## config.mk

```make
export PLATFORM = sky130hd
export DESIGN_NAME = amp_ctl_i2c_slave
export DESIGN_NICKNAME = d
export VERILOG_FILES = /design/src/rtl/amp_i2c_pkg.sv /design/src/rtl/i2c_line_events.sv /design/src/rtl/status_snapshot.sv /design/src/rtl/amp_ctl_i2c_slave.sv
export SDC_FILE = /design/constraint.sdc
export NUM_CORES = 1
export LEC_CHECK = 0
export CAP_MARGIN = 15
export CORE_UTILIZATION = 59
export CTS_CLUSTER_DIAMETER = 60
export CTS_CLUSTER_SIZE = 28
export DETAILED_ROUTE_END_ITERATION = 7
export MAX_ROUTING_LAYER = met4
export PLACE_DENSITY = 0.95
export SYNTH_ARGS = -nofsm -noshare
export SYNTH_HDL_FRONTEND = slang
export SYNTH_SLANG_ARGS = --single-unit
export TNS_END_PERCENT = 1
```

## constraint.sdc

```tcl
create_clock -name clk -period 5.9 [get_ports clk]
set_clock_uncertainty 0.1 [all_clocks]
set_input_delay 1.475 -clock clk [delete_from_list [all_inputs] [get_ports clk]]
set_output_delay 1.475 -clock clk [all_outputs]
set_load 0.03 [all_outputs]
```

## src/rtl/amp_i2c_pkg.sv

```systemverilog
package amp_i2c_pkg;

    localparam int BYTE_W = 8;

    // Echo of control bits into the status stream (neighbour firmware decodes these)
    localparam int ECHO_BYTE   = 2;  // third byte sent
    localparam int ECHO_HI_BIT = 7;
    localparam int ECHO_LO_BIT = 6;
    localparam int RUN_REG     = 1;  // second control byte
    localparam int RUN_BIT     = 4;
    localparam int DIAG_REG    = 0;  // first control byte
    localparam int DIAG_BIT    = 6;

    typedef enum logic [2:0] {
        ST_IDLE,
        ST_ADDR,
        ST_ACK_ADDR,
        ST_WR,
        ST_ACK_WR,
        ST_RD,
        ST_RD_ACK,
        ST_RD_NEXT
    } link_state_t;

endpackage

```

## src/rtl/i2c_line_events.sv

```systemverilog
module i2c_line_events (
    input  logic clk,
    input  logic rst_n,
    input  logic scl_i,
    input  logic sda_i,
    output logic start_o,
    output logic stop_o,
    output logic scl_rise_o,
    output logic scl_fall_o
);

    typedef struct packed {
        logic scl;
        logic sda;
    } line_t;

    line_t line_d, line_q;

    always_comb begin
        line_d     = line_q;
        line_d.scl = scl_i;
        line_d.sda = sda_i;
    end

    always_ff @(posedge clk or negedge rst_n) begin
        if (!rst_n) begin
            line_q <= '{scl: 1'b1, sda: 1'b1};
        end else begin
            line_q <= line_d;
        end
    end

    assign start_o    = line_q.scl &  scl_i &  line_q.sda & ~sda_i;
    assign stop_o     = line_q.scl &  scl_i & ~line_q.sda &  sda_i;
    assign scl_rise_o = ~line_q.scl &  scl_i;
    assign scl_fall_o =  line_q.scl & ~scl_i;

endmodule

```

## src/rtl/status_snapshot.sv

```systemverilog
module status_snapshot #(
    parameter int WORD_W = 32
) (
    input  logic              clk,
    input  logic              rst_n,
    input  logic              load_i,
    input  logic              shift_i,
    input  logic [WORD_W-1:0] word_i,
    output logic              msb_o,
    output logic              next_o
);

    logic [WORD_W-1:0] snap_d, snap_q;

    always_comb begin
        snap_d = snap_q;
        if (load_i) begin
            snap_d = word_i;
        end else if (shift_i) begin
            snap_d = {snap_q[WORD_W-2:0], 1'b1};
        end
    end

    always_ff @(posedge clk or negedge rst_n) begin
        if (!rst_n) begin
            snap_q <= '1;
        end else begin
            snap_q <= snap_d;
        end
    end

    assign msb_o  = snap_q[WORD_W-1];
    assign next_o = snap_q[WORD_W-2];

    // Capture and shifting are never requested together (frozen snapshot)
    assert_load_shift_exclusive_R8: assert property (@(posedge clk) disable iff (!rst_n)
        !(load_i && shift_i));

endmodule

```

## src/rtl/amp_ctl_i2c_slave.sv

```systemverilog
module amp_ctl_i2c_slave
    import amp_i2c_pkg::*;
#(
    parameter logic [6:0] DEV_ADDR = 7'h6C,
    parameter int         NUM_WR   = 2,
    parameter int         NUM_RD   = 4
) (
    input  logic                     clk,
    input  logic                     rst_n,
    input  logic                     scl_i,
    input  logic                     sda_i,
    output logic                     sda_oe_o,
    input  logic [NUM_RD*BYTE_W-1:0] status_i,
    output logic [NUM_WR*BYTE_W-1:0] ctrl_o,
    output logic                     rearm_o
);

    localparam int WORD_W   = NUM_RD * BYTE_W;
    localparam int MAX_CNT  = (NUM_WR > NUM_RD) ? NUM_WR : NUM_RD;
    localparam int IDX_W    = $clog2(MAX_CNT + 1);
    localparam int ECHO_OFS = (NUM_RD - 1 - ECHO_BYTE) * BYTE_W;
    localparam logic [IDX_W-1:0] WR_LIMIT = IDX_W'(NUM_WR);
    localparam logic [IDX_W-1:0] RD_LAST  = IDX_W'(NUM_RD - 1);
    localparam logic [IDX_W-1:0] RD_LIMIT = IDX_W'(NUM_RD);

    typedef struct packed {
        link_state_t                    st;
        logic [3:0]                     cnt;
        logic [BYTE_W-1:0]              sh;
        logic                           rw;
        logic [IDX_W-1:0]               idx;
        logic                           oe;
        logic                           rearm;
        logic [NUM_WR-1:0][BYTE_W-1:0]  regs;
    } link_t;

    link_t n_d, n_q;

    logic ev_start, ev_stop, ev_rise, ev_fall;
    logic snap_load, snap_shift, snap_msb, snap_next;
    logic [WORD_W-1:0] snap_word;

    i2c_line_events u_events (
        .clk       (clk),
        .rst_n     (rst_n),
        .scl_i     (scl_i),
        .sda_i     (sda_i),
        .start_o   (ev_start),
        .stop_o    (ev_stop),
        .scl_rise_o(ev_rise),
        .scl_fall_o(ev_fall)
    );

    // Status word with echoed control bits and cleared top bits of the last byte
    always_comb begin
        snap_word = status_i;
        snap_word[ECHO_OFS + ECHO_HI_BIT] = n_q.regs[RUN_REG][RUN_BIT];
        snap_word[ECHO_OFS + ECHO_LO_BIT] = n_q.regs[DIAG_REG][DIAG_BIT];
        snap_word[BYTE_W-1:BYTE_W-2]      = 2'b00;
    end

    status_snapshot #(.WORD_W(WORD_W)) u_snapshot (
        .clk    (clk),
        .rst_n  (rst_n),
        .load_i (snap_load),
        .shift_i(snap_shift),
        .word_i (snap_word),
        .msb_o  (snap_msb),
        .next_o (snap_next)
    );

    always_comb begin
        n_d        = n_q;
        n_d.rearm  = 1'b0;
        snap_load  = 1'b0;
        snap_shift = 1'b0;
        if (ev_start) begin
            n_d.st  = ST_ADDR;
            n_d.cnt = 4'd0;
            n_d.idx = '0;
            n_d.oe  = 1'b0;
        end else if (ev_stop) begin
            n_d.st = ST_IDLE;
            n_d.oe = 1'b0;
        end else begin
            unique case (n_q.st)
                ST_IDLE: ;
                ST_ADDR: begin
                    if (ev_rise && n_q.cnt != 4'd8) begin
                        n_d.sh  = {n_q.sh[BYTE_W-2:0], sda_i};
                        n_d.cnt = n_q.cnt + 4'd1;
                    end else if (ev_fall && n_q.cnt == 4'd8) begin
                        if (n_q.sh[BYTE_W-1:1] == DEV_ADDR) begin
                            n_d.st    = ST_ACK_ADDR;
                            n_d.oe    = 1'b1;
                            n_d.rw    = n_q.sh[0];
                            n_d.idx   = '0;
                            snap_load = n_q.sh[0];
                        end else begin
                            n_d.st = ST_IDLE;
                        end
                    end
                end
                ST_ACK_ADDR: begin
                    if (ev_fall) begin
                        n_d.cnt = 4'd0;
                        if (n_q.rw) begin
                            n_d.st = ST_RD;
                            n_d.oe = ~snap_msb;
                        end else begin
                            n_d.st = ST_WR;
                            n_d.oe = 1'b0;
                        end
                    end
                end
                ST_WR: begin
                    if (ev_rise && n_q.cnt != 4'd8) begin
                        n_d.sh  = {n_q.sh[BYTE_W-2:0], sda_i};
                        n_d.cnt = n_q.cnt + 4'd1;
                    end else if (ev_fall && n_q.cnt == 4'd8) begin
                        if (n_q.idx < WR_LIMIT) begin
                            for (int i = 0; i < NUM_WR; i++) begin
                                if (n_q.idx == IDX_W'(i)) begin
                                    n_d.regs[i] = n_q.sh;
                                end
                            end
                            n_d.idx = n_q.idx + 1'b1;
                            n_d.oe  = 1'b1;
                            n_d.st  = ST_ACK_WR;
                        end else begin
                            n_d.st = ST_IDLE;
                        end
                    end
                end
                ST_ACK_WR: begin
                    if (ev_fall) begin
                        n_d.oe  = 1'b0;
                        n_d.cnt = 4'd0;
                        n_d.st  = ST_WR;
                    end
                end
                ST_RD: begin
                    if (ev_fall) begin
                        snap_shift = 1'b1;
                        if (n_q.cnt == 4'd7) begin
                            n_d.oe    = 1'b0;
                            n_d.st    = ST_RD_ACK;
                            n_d.idx   = n_q.idx + 1'b1;
                            n_d.rearm = (n_q.idx == RD_LAST);
                        end else begin
                            n_d.cnt = n_q.cnt + 4'd1;
                            n_d.oe  = ~snap_next;
                        end
                    end
                end
                ST_RD_ACK: begin
                    if (ev_rise) begin
                        if (sda_i || n_q.idx == RD_LIMIT) begin
                            n_d.st = ST_IDLE;
                        end else begin
                            n_d.st = ST_RD_NEXT;
                        end
                    end
                end
                ST_RD_NEXT: begin
                    if (ev_fall) begin
                        n_d.st  = ST_RD;
                        n_d.cnt = 4'd0;
                        n_d.oe  = ~snap_msb;
                    end
                end
                default: n_d.st = ST_IDLE;
            endcase
        end
    end

    always_ff @(posedge clk or negedge rst_n) begin
        if (!rst_n) begin
            n_q <= '{st: ST_IDLE, cnt: 4'd0, sh: '0, rw: 1'b0, idx: '0,
                     oe: 1'b0, rearm: 1'b0, regs: '0};
        end else begin
            n_q <= n_d;
        end
    end

    assign sda_oe_o = n_q.oe;
    assign ctrl_o   = n_q.regs;
    assign rearm_o  = n_q.rearm;

    // SDA drive starts only while SCL is low
    assert_drive_scl_low_R11: assert property (@(posedge clk) disable iff (!rst_n)
        $rose(n_q.oe) |-> !scl_i);

    // A control byte changes only together with its acknowledge drive
    assert_commit_with_ack_R2: assert property (@(posedge clk) disable iff (!rst_n)
        (n_q.regs != $past(n_q.regs)) |-> n_q.oe);

    // Re-arm is a single-cycle pulse
    assert_rearm_single_R9: assert property (@(posedge clk) disable iff (!rst_n)
        n_q.rearm |=> !n_q.rearm);

    // Re-arm only after the last read byte has been shifted out
    assert_rearm_after_last_R9: assert property (@(posedge clk) disable iff (!rst_n)
        n_q.rearm |-> (n_q.st == ST_RD_ACK && n_q.idx == RD_LIMIT));

    // An idle slave never holds SDA
    assert_idle_released_R10: assert property (@(posedge clk) disable iff (!rst_n)
        (n_q.st == ST_IDLE) |-> !n_q.oe);

endmodule

```

# Word level (Yosys, flattened, before mapping)
# Cells that the tools add are included.
[classes]
n_mux = 62
add_sub_neg = 2
n_mul = 0
n_reduce_logical = 18
shifts = 0
n_eq_ne = 40
bitwise = 16
div_mod_pow = 0
order_cmp = 1
[ops]
columns = ["op", "count"]
rows = [
  ["$mux W16", 5],
  ["$mux W32", 2],
  ["$ne A4 B4 Y1 const B", 13],
  ["$ne A3 B3 Y1 const B", 12],
  ["$mux W7", 5],
  ["$mux W17", 2],
  ["$mux W3", 11],
  ["$mux W8", 3],
  ["$reduce_and A11 Y1", 2],
  ["$pmux W3 S7", 1],
  ["$mux W4", 5],
  ["$mux W5", 4],
  ["$pmux W4 S5", 1],
  ["$mux W1", 19],
  ["$eq A3 B3 Y1 const B", 5],
  ["$reduce_and A7 Y1", 2],
  ["$mux W12", 1],
  ["$reduce_and A10 Y1", 1],
  ["$eq A3 B2 Y1 const B", 3],
  ["$not A1 Y1", 9],
  ["$pmux W3 S3", 1],
  ["$reduce_bool A9 Y1", 1],
  ["$reduce_and A8 Y1", 1],
  ["$reduce_bool A8 Y1", 1],
  ["other kinds (21)", 29],
]
[totals]
n_memories = 0
latch_bits = 0
output_inout_bits = 18
input_bits = 36
ramBits = 0
romBits = 0
reg_bits = 71
word_cells = 151

# Longest topological paths before layout
# Gate-level depths: netlist of run 1.
[logic_depth]
word_depth = 9
ltp_mapped = 9
ltp_nobuf = 7

# By module
# Synthesis of run 1 repeated with hierarchy kept, for this count alone.
[hier_totals]
hier_cells = 357
hier_area_um2 = 3793.6
[by_module_without_submodules]
columns = ["mod", "area_per_inst_um2", "instances", "seq_area_each_um2", "cells_each"]
rows = [
  ["amp_ctl_i2c_slave", 2159.6, 1, 925.9, 212],
  ["status_snapshot", 1546.5, 1, 840.8, 139],
  ["i2c_line_events", 87.6, 1, 52.6, 6],
]

# Worst setup path before layout of run 1
# No wires, ideal clock.
[synth_path]
path_type = "input to register"
startpoint = "input scl_i"
endpoint = "register n_q[18] (netlist bit)"
path_stages = 5
arrival_time_ps = 2713
required_ps = 5675
setup_ps = 125
slack_ps = 2963
n_path_buf = 0
path_cell_list = "nand3b_1 nor3_4 nand2_1 a311oi_2 mux2_2"
[synth_via]
elab_chain_len = 5
word_cells_on_any_way = 22
cone_classes = "eq/ne (9); mux (1); bitwise (8); reduce/logical (4)"
[synth_lines]
columns = ["item", "line_no", "rtl"]
rows = [
  ["from (decl)", "amp_ctl_i2c_slave.sv:10", "input logic scl_i,"],
  ["$and A1 B1 Y1 / $not A1 Y1 (equally long branches)", "i2c_line_events.sv:33, i2c_line_events.sv:34, i2c_line_events.sv:36", ""],
  ["$and A1 B1 Y1, on equally long branches", "i2c_line_events.sv:33, i2c_line_events.sv:34, i2c_line_events.sv:36", ""],
  ["$and A1 B1 Y1 (tied with other cells)", "i2c_line_events.sv:33", "assign start_o = line_q.scl & scl_i & line_q.sda & ~sda_i;"],
  ["$ne A3 B3 Y1 (no source line) (tied with other cells)", "-", ""],
  ["$reduce_and A10 Y1 (no source line)", "-", ""],
  ["to (signal assigned)", "amp_ctl_i2c_slave.sv:179", "n_q <= '{st: ST_IDLE, cnt: 4'd0, sh: '0, rw: 1'b0, idx: '0,"],
  ["to (signal assigned)", "amp_ctl_i2c_slave.sv:182", "n_q <= n_d;"],
  ["to (decl)", "amp_ctl_i2c_slave.sv:37", "link_t n_d, n_q;"],
]
# Several ways; a longest one is shown, not always the timed one.
# A chain may end at the register's enable or synchronous reset.

# Worst setup path after layout of run 1
[layout_path]
startpoint = "input scl_i"
endpoint = "register u_snapshot.snap_q[4]"
[layout_via]
elab_chain_len = 9
word_cells_on_any_way = 21
cone_classes = "mux (10); bitwise (8); reduce/logical (3)"
[layout_lines]
columns = ["item", "line_no", "rtl"]
rows = [
  ["$not A1 Y1", "i2c_line_events.sv:36", "assign scl_fall_o = line_q.scl & ~scl_i;"],
  ["$and A1 B1 Y1", "i2c_line_events.sv:36", ""],
  ["$logic_and A1 B1 Y1", "amp_ctl_i2c_slave.sv:92", "end else if (ev_fall && n_q.cnt == 4'd8) begin"],
  ["$mux W1", "amp_ctl_i2c_slave.sv:92", ""],
  ["$mux W1", "amp_ctl_i2c_slave.sv:89", "if (ev_rise && n_q.cnt != 4'd8) begin"],
  ["$mux W1", "amp_ctl_i2c_slave.sv:86", "unique case (n_q.st)"],
  ["$mux W1", "amp_ctl_i2c_slave.sv:82", "end else if (ev_stop) begin"],
  ["$mux W1", "amp_ctl_i2c_slave.sv:77", "if (ev_start) begin"],
  ["$mux W32 / $reduce_bool A2 Y1 (equally long branches)", "-", ""],
  ["to (signal assigned)", "status_snapshot.sv:28", "snap_q <= snap_d;"],
  ["to (decl)", "status_snapshot.sv:13", "logic [WORD_W-1:0] snap_d, snap_q;"],
]
# Several ways; a longest one is shown, not always the timed one.

==> reports/metrics.cfg, run 1 <==
[routing]
drt_iter0_markers = 208
num_vias = 2647
antenna_left = 0
viasPerCell = 5.869
drt_pre_antenna_iters = 4
avgRoutedWirePerCell_um = 16.75
wl_um = 7554
drc = 0

[clock_network]
cts_tree = yes
cts_hold_buf = 0
cts_resized = 0
cts.path.max_buffers = 2
cts_root_buf = clkbuf_8
clock_latency_ns = 0.36
cts_made_buffers = 9
post_cts_buffers = 0
path_clk_slew_ns = 0.08
clock_sinks = 71
htreeDepth = 3

[min_path]
min_from = ctrl_o[13]$_DFFE_PN0P_
whs_path_depth = 1
hold_path.class = register to register
worst_hold_path.endpoint = ctrl_o[13]$_DFFE_PN0P_

[sta]
setup_viol = 0
min_period_ns = 3.389
worst_pin_slew_ns = 0.8505
period_share_pct = 57.45
fin_ws_ns = 2.511
max_freq_mhz = 295.0
hold_viol_final = 0
rsz0062_at_grt = false
maxSlewViolCount = 0
maxSlewHeadroom_pct = 43.30
tns_ns = 0

[synth]
synth_area_um2 = 3692
synth_cell_type_count = 51
synth_area_leader_cell = dfrtp_1
avgSynthCellArea_um2 = 10.83
synthCells = 341
synth-edff-count = 0
yosysTopAreaCellShare_pct = 25.08
yosys_warnings = 0
synth_common_cells = a21oi_1 (38), nor2_1 (38), dfrtp_1 (37), dfstp_2 (34), mux2i_1 (31)
synth_area_leaders = dfrtp_1 (25%), dfstp_2 (24%), mux2_2 (8.5%)
ys_async_sr_fraction_pct = 100.0
synth_fp_nets = 383
synth_top_flop_cell = dfrtp_1
synth_seq_area_share_pct = 49.27
ys_ff_latch = 71

[cells_and_area]
fin_nets = 413
layout.cells.non_filler = 451
area_growth_pct = 17.15
antenna_cells = 0
drive_above_1_share_pct = 25.27
design_area_um2 = 4325

[placement]
hpwl_um = 4849
pre_cts_ws_ns = 2.221
port_buffers = 49
dp.cells = 435
dpl_cell_area_um2 = 4098
gp_congestion = 0.8917

[worst_setup_path]
r2r_cells = 5
crit_path_end_kind = register
r2r_slack_ns = 3.49
r2r-end = n_q[19]$_DFFE_PN0P_
cp-start-kind = input pin
crit_type = input pin to register
cp_max_fo = 61
cp.arrival_ns = 3.54
required_ns = 6.05
r2r-start = n_q[35]$_DFFE_PN0P_

[global_route]
grt_pass1_vias = 2590
grt_pass1_wl_um = 12050
grt_max_degree = 72
gr-total-overflow = 0
grt_usage_pct = 25.52
antenna_found_initial = 0

[job]
max_cap_viol_count = 0

[power_and_ir_drop]
clkPwrFrac_pct = 37.2
power_density_nw_per_um2 = 275.9
cellLeakagePower_nw = 1.760
irDropWorstVdd_mv = 0.2127
pwr-share-seq_pct = 48.0
internal_power_w = 0.0008496
power_switching_w = 0.0003437
netSwitchingFraction_pct = 28.80
power_frac_comb_pct = 14.7

[die]
die_h_um = 81.11
core_um2 = 5991
rows = 28
fp.dieArea_um2 = 6579
die_w_um = 81.11
ios = 54
start_util_pct = 61.63

[status]
outcome = finished clean

[power groups by stage]
stage / clock [W] / sequential, W / combinational (W)
2_1_floorplan: 0 / 0.000557 / 0.000128
3_3_place_gp: 0 / 0.000577 / 0.000166
3_5_place_dp: 0 / 0.000580 / 0.000171
4_1_cts: 0.000450 / 0.000572 / 0.000176
5_1_grt: 0.000473 / 0.000579 / 0.000194
6_report: 0.000444 / 0.000573 / 0.000176
[metrics by stage]
step	power (W)	util, %	hold slack [ns]
finish	0.001193	72.20	0.4141
global route	0.001245	72.20	0.4260
CTS	0.001198	72.20	0.4154
detailed placement	0.0007508	68.40	0.3953
global placement	0.0007425	68.40	0.3894
floorplan	0.0006844	-	0.3807
[worst max-delay path by stage]
stage | start | end
CTS | scl_i | u_snapshot.snap_q[4]$_DFFE_PN1P_
floorplan | scl_i | n_q[18]$_DFFE_PN0P_
detailed placement | scl_i | n_q[19]$_DFFE_PN0P_
global route | scl_i | u_snapshot.snap_q[4]$_DFFE_PN1P_
finish | scl_i | u_snapshot.snap_q[4]$_DFFE_PN1P_
global placement | scl_i | n_q[20]$_DFFE_PN0P_
[layer usage]
metal | wire length [um] | track usage, %
met1 | 3266 | 29.75
met2 | 3742 | 42.44
met3 | 446 | 5.056
met4 | 98 | 11.96
met5 | 0 | -
[layout by cell type, fill, tap and decap left out, drive strengths merged, types with 2 or more instances in the layout]
cell type	synthesis	final
clkbuf	5	9
a31oi	3	3
o211ai	7	7
inv	11	14
clkinvlp	0	2
mux2i	31	31
ha	6	6
or2	3	3
and4b	3	3
nand2b	2	2
nor2	38	38
clkdlybuf4s50	0	48
o22ai	2	2
bufinv	0	2
nor3b	4	4
and3b	2	2
or3	2	2
nand3	7	7
dfstp	34	34
o21bai	2	2
dfrtp	37	37
nand2	11	11
a21oi	38	38
nor2b	4	4
buf	28	4
o21ai	6	6
a221oi	2	2
nor3	6	6
mux2	28	28
[logic make-up (layout without fill, tap and decap cells)]
kind of cell | after synthesis | count (layout) | share of synthesized area (%)
xor gates and xnor gates | 1 | 1 | 0.2373
buffers and inverters | 44 | 79 | 6.574
adders and majority gates | 6 | 6 | 2.033
muxes | 59 | 59 | 16.94
AOI/OAI and AO/OA | 70 | 70 | 12.17
DFF | 71 | 71 | 49.27
and+or+nand+nor | 90 | 90 | 12.78
[flip-flops by register name, indices dropped and copies added, names as in the netlist]
signal	flops
u_snapshot.snap_q	32
n_q	19
ctrl_o	16
u_events.line_q	2
rearm_o	1
sda_oe_o	1
[worst max-delay path, cell delays in order]
cell,delay [ns]
clkdlybuf4s50_1,0.51
and4b_1,0.36
nor3_1,0.49
nand3_2,0.13
buf_4,0.32
nor2_1,0.18
a21oi_1,0.07
[layout make-up]
type,count,area [um^2]
well taps,75,93.84
fillers,399,1665
inverters,11,41.29
repair buffers,52,508.0
multi-input cells,226,1635
clock inverters,7,103.9
flip-flops and latches,71,1819
clock buffers,9,123.9
No activity file was read; power rests on OpenSTA's default activity.
==> run 2, diff against run 1 <==
- CORE_UTILIZATION: 59 -> 49
- PLACE_DENSITY: 0.95 -> 0.88
- clock period: 5.9 -> 2.9 ns (I/O delays scaled with it)
==> run 2 against run 1 <==
  * Setup slack worse by 2.2 ns
  * Via count up 0.45%
  * Sequential share of layout area down 1.2 points
  * Worst hold slack worse by 0.11 ns
  * Clock power up 97%
  * Highest routed layer unchanged
  * Largest power group unchanged
  * Critical endpoint is now n_q[18]$_DFFE_PN0P_
==> reports/metrics.cfg, run 2 (synthesis results as in run 1) <==
[worst_setup_path]
cp.arrival_ns = 2.66  ; -0.88 ns
crit_path_top_delay_cell = clkdlybuf4s50_1
cpLargestDelayFamily = simple AND/OR/NAND/NOR gates
crit_path_end_kind = register
r2r_slack_ns = 0.64  ; -2.85 ns
r2r_cells = 5  ; unchanged
r2r-start = n_q[34]$_DFFE_PN0P_
r2r-end = n_q[32]$_DFFE_PN0P_
required_ns = 3.02  ; -3.03 ns
crit_type = input pin to register
cp_max_fo = 8  ; -87%
cp-start-kind = input pin
cpPeakStageDelay_ns = 0.52  ; about the same
worst-path-buf-inv = 1  ; -1
critPathLaunch = scl_i
crit_chain = clkdlybuf4s50_1, nand3b_1, nor3_4, nand2_1, a311oi_2, mux2_2

[die]
core_um2 = 7253  ; +21%
die_w_um = 88.81  ; +9.5%
fp.dieArea_um2 = 7886  ; +20%
ios = 54  ; unchanged
die_h_um = 88.81  ; +9.5%
rows = 31  ; +11%
start_util_pct = 50.91  ; -11 points

[power_and_ir_drop]
cellLeakagePower_nw = 1.815  ; +3.1%
clkPwrFrac_pct = 36.3  ; -0.9 points
irDropWorstVdd_mv = 0.4086  ; +92%
internal_power_w = 0.001754  ; +110%
power_density_nw_per_um2 = 540.4  ; +96%
power_switching_w = 0.0006493  ; +89%
netSwitchingFraction_pct = 27.02  ; -1.8 points
p_total_w = 0.002404  ; +100%
pwr-share-seq_pct = 48.5  ; +0.5 points
power_frac_comb_pct = 15.2  ; +0.5 points

[sta]
period_share_pct = 87.74
tns_ns = 0  ; unchanged
rsz0062_at_grt = false
min_period_ns = 2.544
hold_viol_final = 0  ; unchanged
worst_pin_slew_ns = 0.5180  ; -0.3325 ns
setup_viol = 0  ; unchanged
maxSlewViolCount = 0  ; unchanged
max_freq_mhz = 393.0
maxSlewHeadroom_pct = 65.46  ; +22 points
fin_ws_ns = 0.3556  ; -2.155 ns

[global_route]
antenna_found_initial = 0  ; unchanged
grtUsageMet1_pct = 26.09  ; -3.7 points
grt_max_degree = 72  ; unchanged
gr-total-overflow = 0  ; unchanged
top_usage_layer = met2
grt_usage_pct = 20.62  ; -4.9 points
grt_pass1_vias = 2569  ; -0.81%
globalRouteMet3Util_pct = 4.664  ; -0.39 points
grt_pass1_wl_um = 11960  ; -0.80%
grtUsageMet2_pct = 32.94  ; -9.5 points

[placement]
port_buffers = 49  ; unchanged
pre_cts_ws_ns = 0.03248  ; -2.189 ns
gp_congestion = 0.9430  ; +5.8%
hpwl_um = 4929  ; +1.7%
dp.cells = 467  ; +7.4%

[cells_and_area]
antenna_cells = 0  ; unchanged
layout.cells.non_filler = 483  ; +7.1%
fin_nets = 421  ; +1.9%
area_growth_pct = 20.47
final-seq-area_um2 = 1819  ; unchanged
n_fill_cell = 599  ; +50%
drive_above_1_share_pct = 26.56  ; +1.3 points
multi_input_area_um2 = 1635  ; unchanged
regMostFlops = u_snapshot.snap_q
largest_reg_flops = 32  ; unchanged
final_cell_mix = clkdlybuf4s50_1 (48), a21oi_1 (38), nor2_1 (38), dfrtp_1 (37), dfstp_2 (34)
layout_commonest_cell = clkdlybuf4s50_1

[routing]
drc = 0  ; unchanged
avgRoutedWirePerCell_um = 14.80  ; -12%
viasPerCell = 5.505  ; -6.2%
drt_pre_antenna_iters = 4  ; unchanged
drt_iter0_markers = 140  ; -33%
antenna_left = 0  ; unchanged
num_vias = 2659  ; +0.45%
wl_um = 7146  ; -5.4%

[status]
outcome = finished clean

[clock_network]
path_clk_slew_ns = 0.07  ; about the same
post_cts_buffers = 0  ; unchanged
cts_made_buffers = 9  ; unchanged
cts.path.max_buffers = 2  ; unchanged
cts_hold_buf = 0  ; unchanged
htreeDepth = 3  ; unchanged
clock_sinks = 71  ; unchanged
cts_resized = 0  ; unchanged
cts_tree = yes
clock_latency_ns = 0.34  ; -0.02 ns
cts_root_buf = clkbuf_8

[min_path]
hold_path.class = input pin to async pin

[job]
max_cap_viol_count = 0  ; unchanged

## run 2: cell count changes in the layout (fill, tap and decap cells not counted)
cell        change
inv_8           -1
inv_6           -2
clkinv_4        +1
clkbuf_8        +1
clkinvlp_4      -1
buf_4           +5
buf_12          +3
clkinv_2        +1
clkbuf_1        +1
## run 2: worst register-to-register path: cells and delay by family (launching register included)
kind / cells / cell delay [ns]
compound gates: 3 / 0.53
buf+inv: 1 / 0.16
flops: 1 / 0.64
simple gates: 1 / 0.78
## run 2: how the worst max path moves through the flow
stage	to	slack (ns)	cells after the start
floorplan	n_q[18]$_DFFE_PN0P_	0.71	5
global placement	n_q[19]$_DFFE_PN0P_	0.10	6
detailed placement	n_q[19]$_DFFE_PN0P_	0.03	6
CTS	n_q[18]$_DFFE_PN0P_	0.39	6
global route	n_q[36]$_DFFE_PN0P_	0.26	6
finish	n_q[18]$_DFFE_PN0P_	0.36	6
## run 2: layout make-up
cell class / instances / area share (%)
Inverter: 11 / 0.9283
Clock buffer: 11 / 3.179
Multi-Input combinational cell: 226 / 36.77
Sequential cell: 71 / 40.90
Timing Repair Buffer: 60 / 13.61
Tap cell: 99 / 2.785
Clock inverter: 5 / 1.828
## run 2: routing by layer
layer,up-vias,share of wire [%]
met1,1288,46
li1,1281,-
met3,5,5.4
met4,0,0.94
met5,-,0
met2,85,48
## run 2: power by group through the flow
stage	clock, W	combinational (W)	sequential [W]
3_3_place_gp	0	0.000350	0.00117
2_1_floorplan	0	0.000260	0.00113
3_5_place_dp	0	0.000362	0.00118
6_report	0.000873	0.000364	0.00117
4_1_cts	0.000894	0.000364	0.00116
5_1_grt	0.000939	0.000408	0.00118
## run 2: through the flow
stage	utilization, %	hold slack (ns)	area [um^2]
after detailed placement	58.25	0.3929	4225
after global placement	58.25	0.3889	4225
after CTS	61.32	0.3128	4448
after global routing	61.32	0.3245	4448
final	61.32	0.3065	4448
after floorplan	-	0.3294	3692
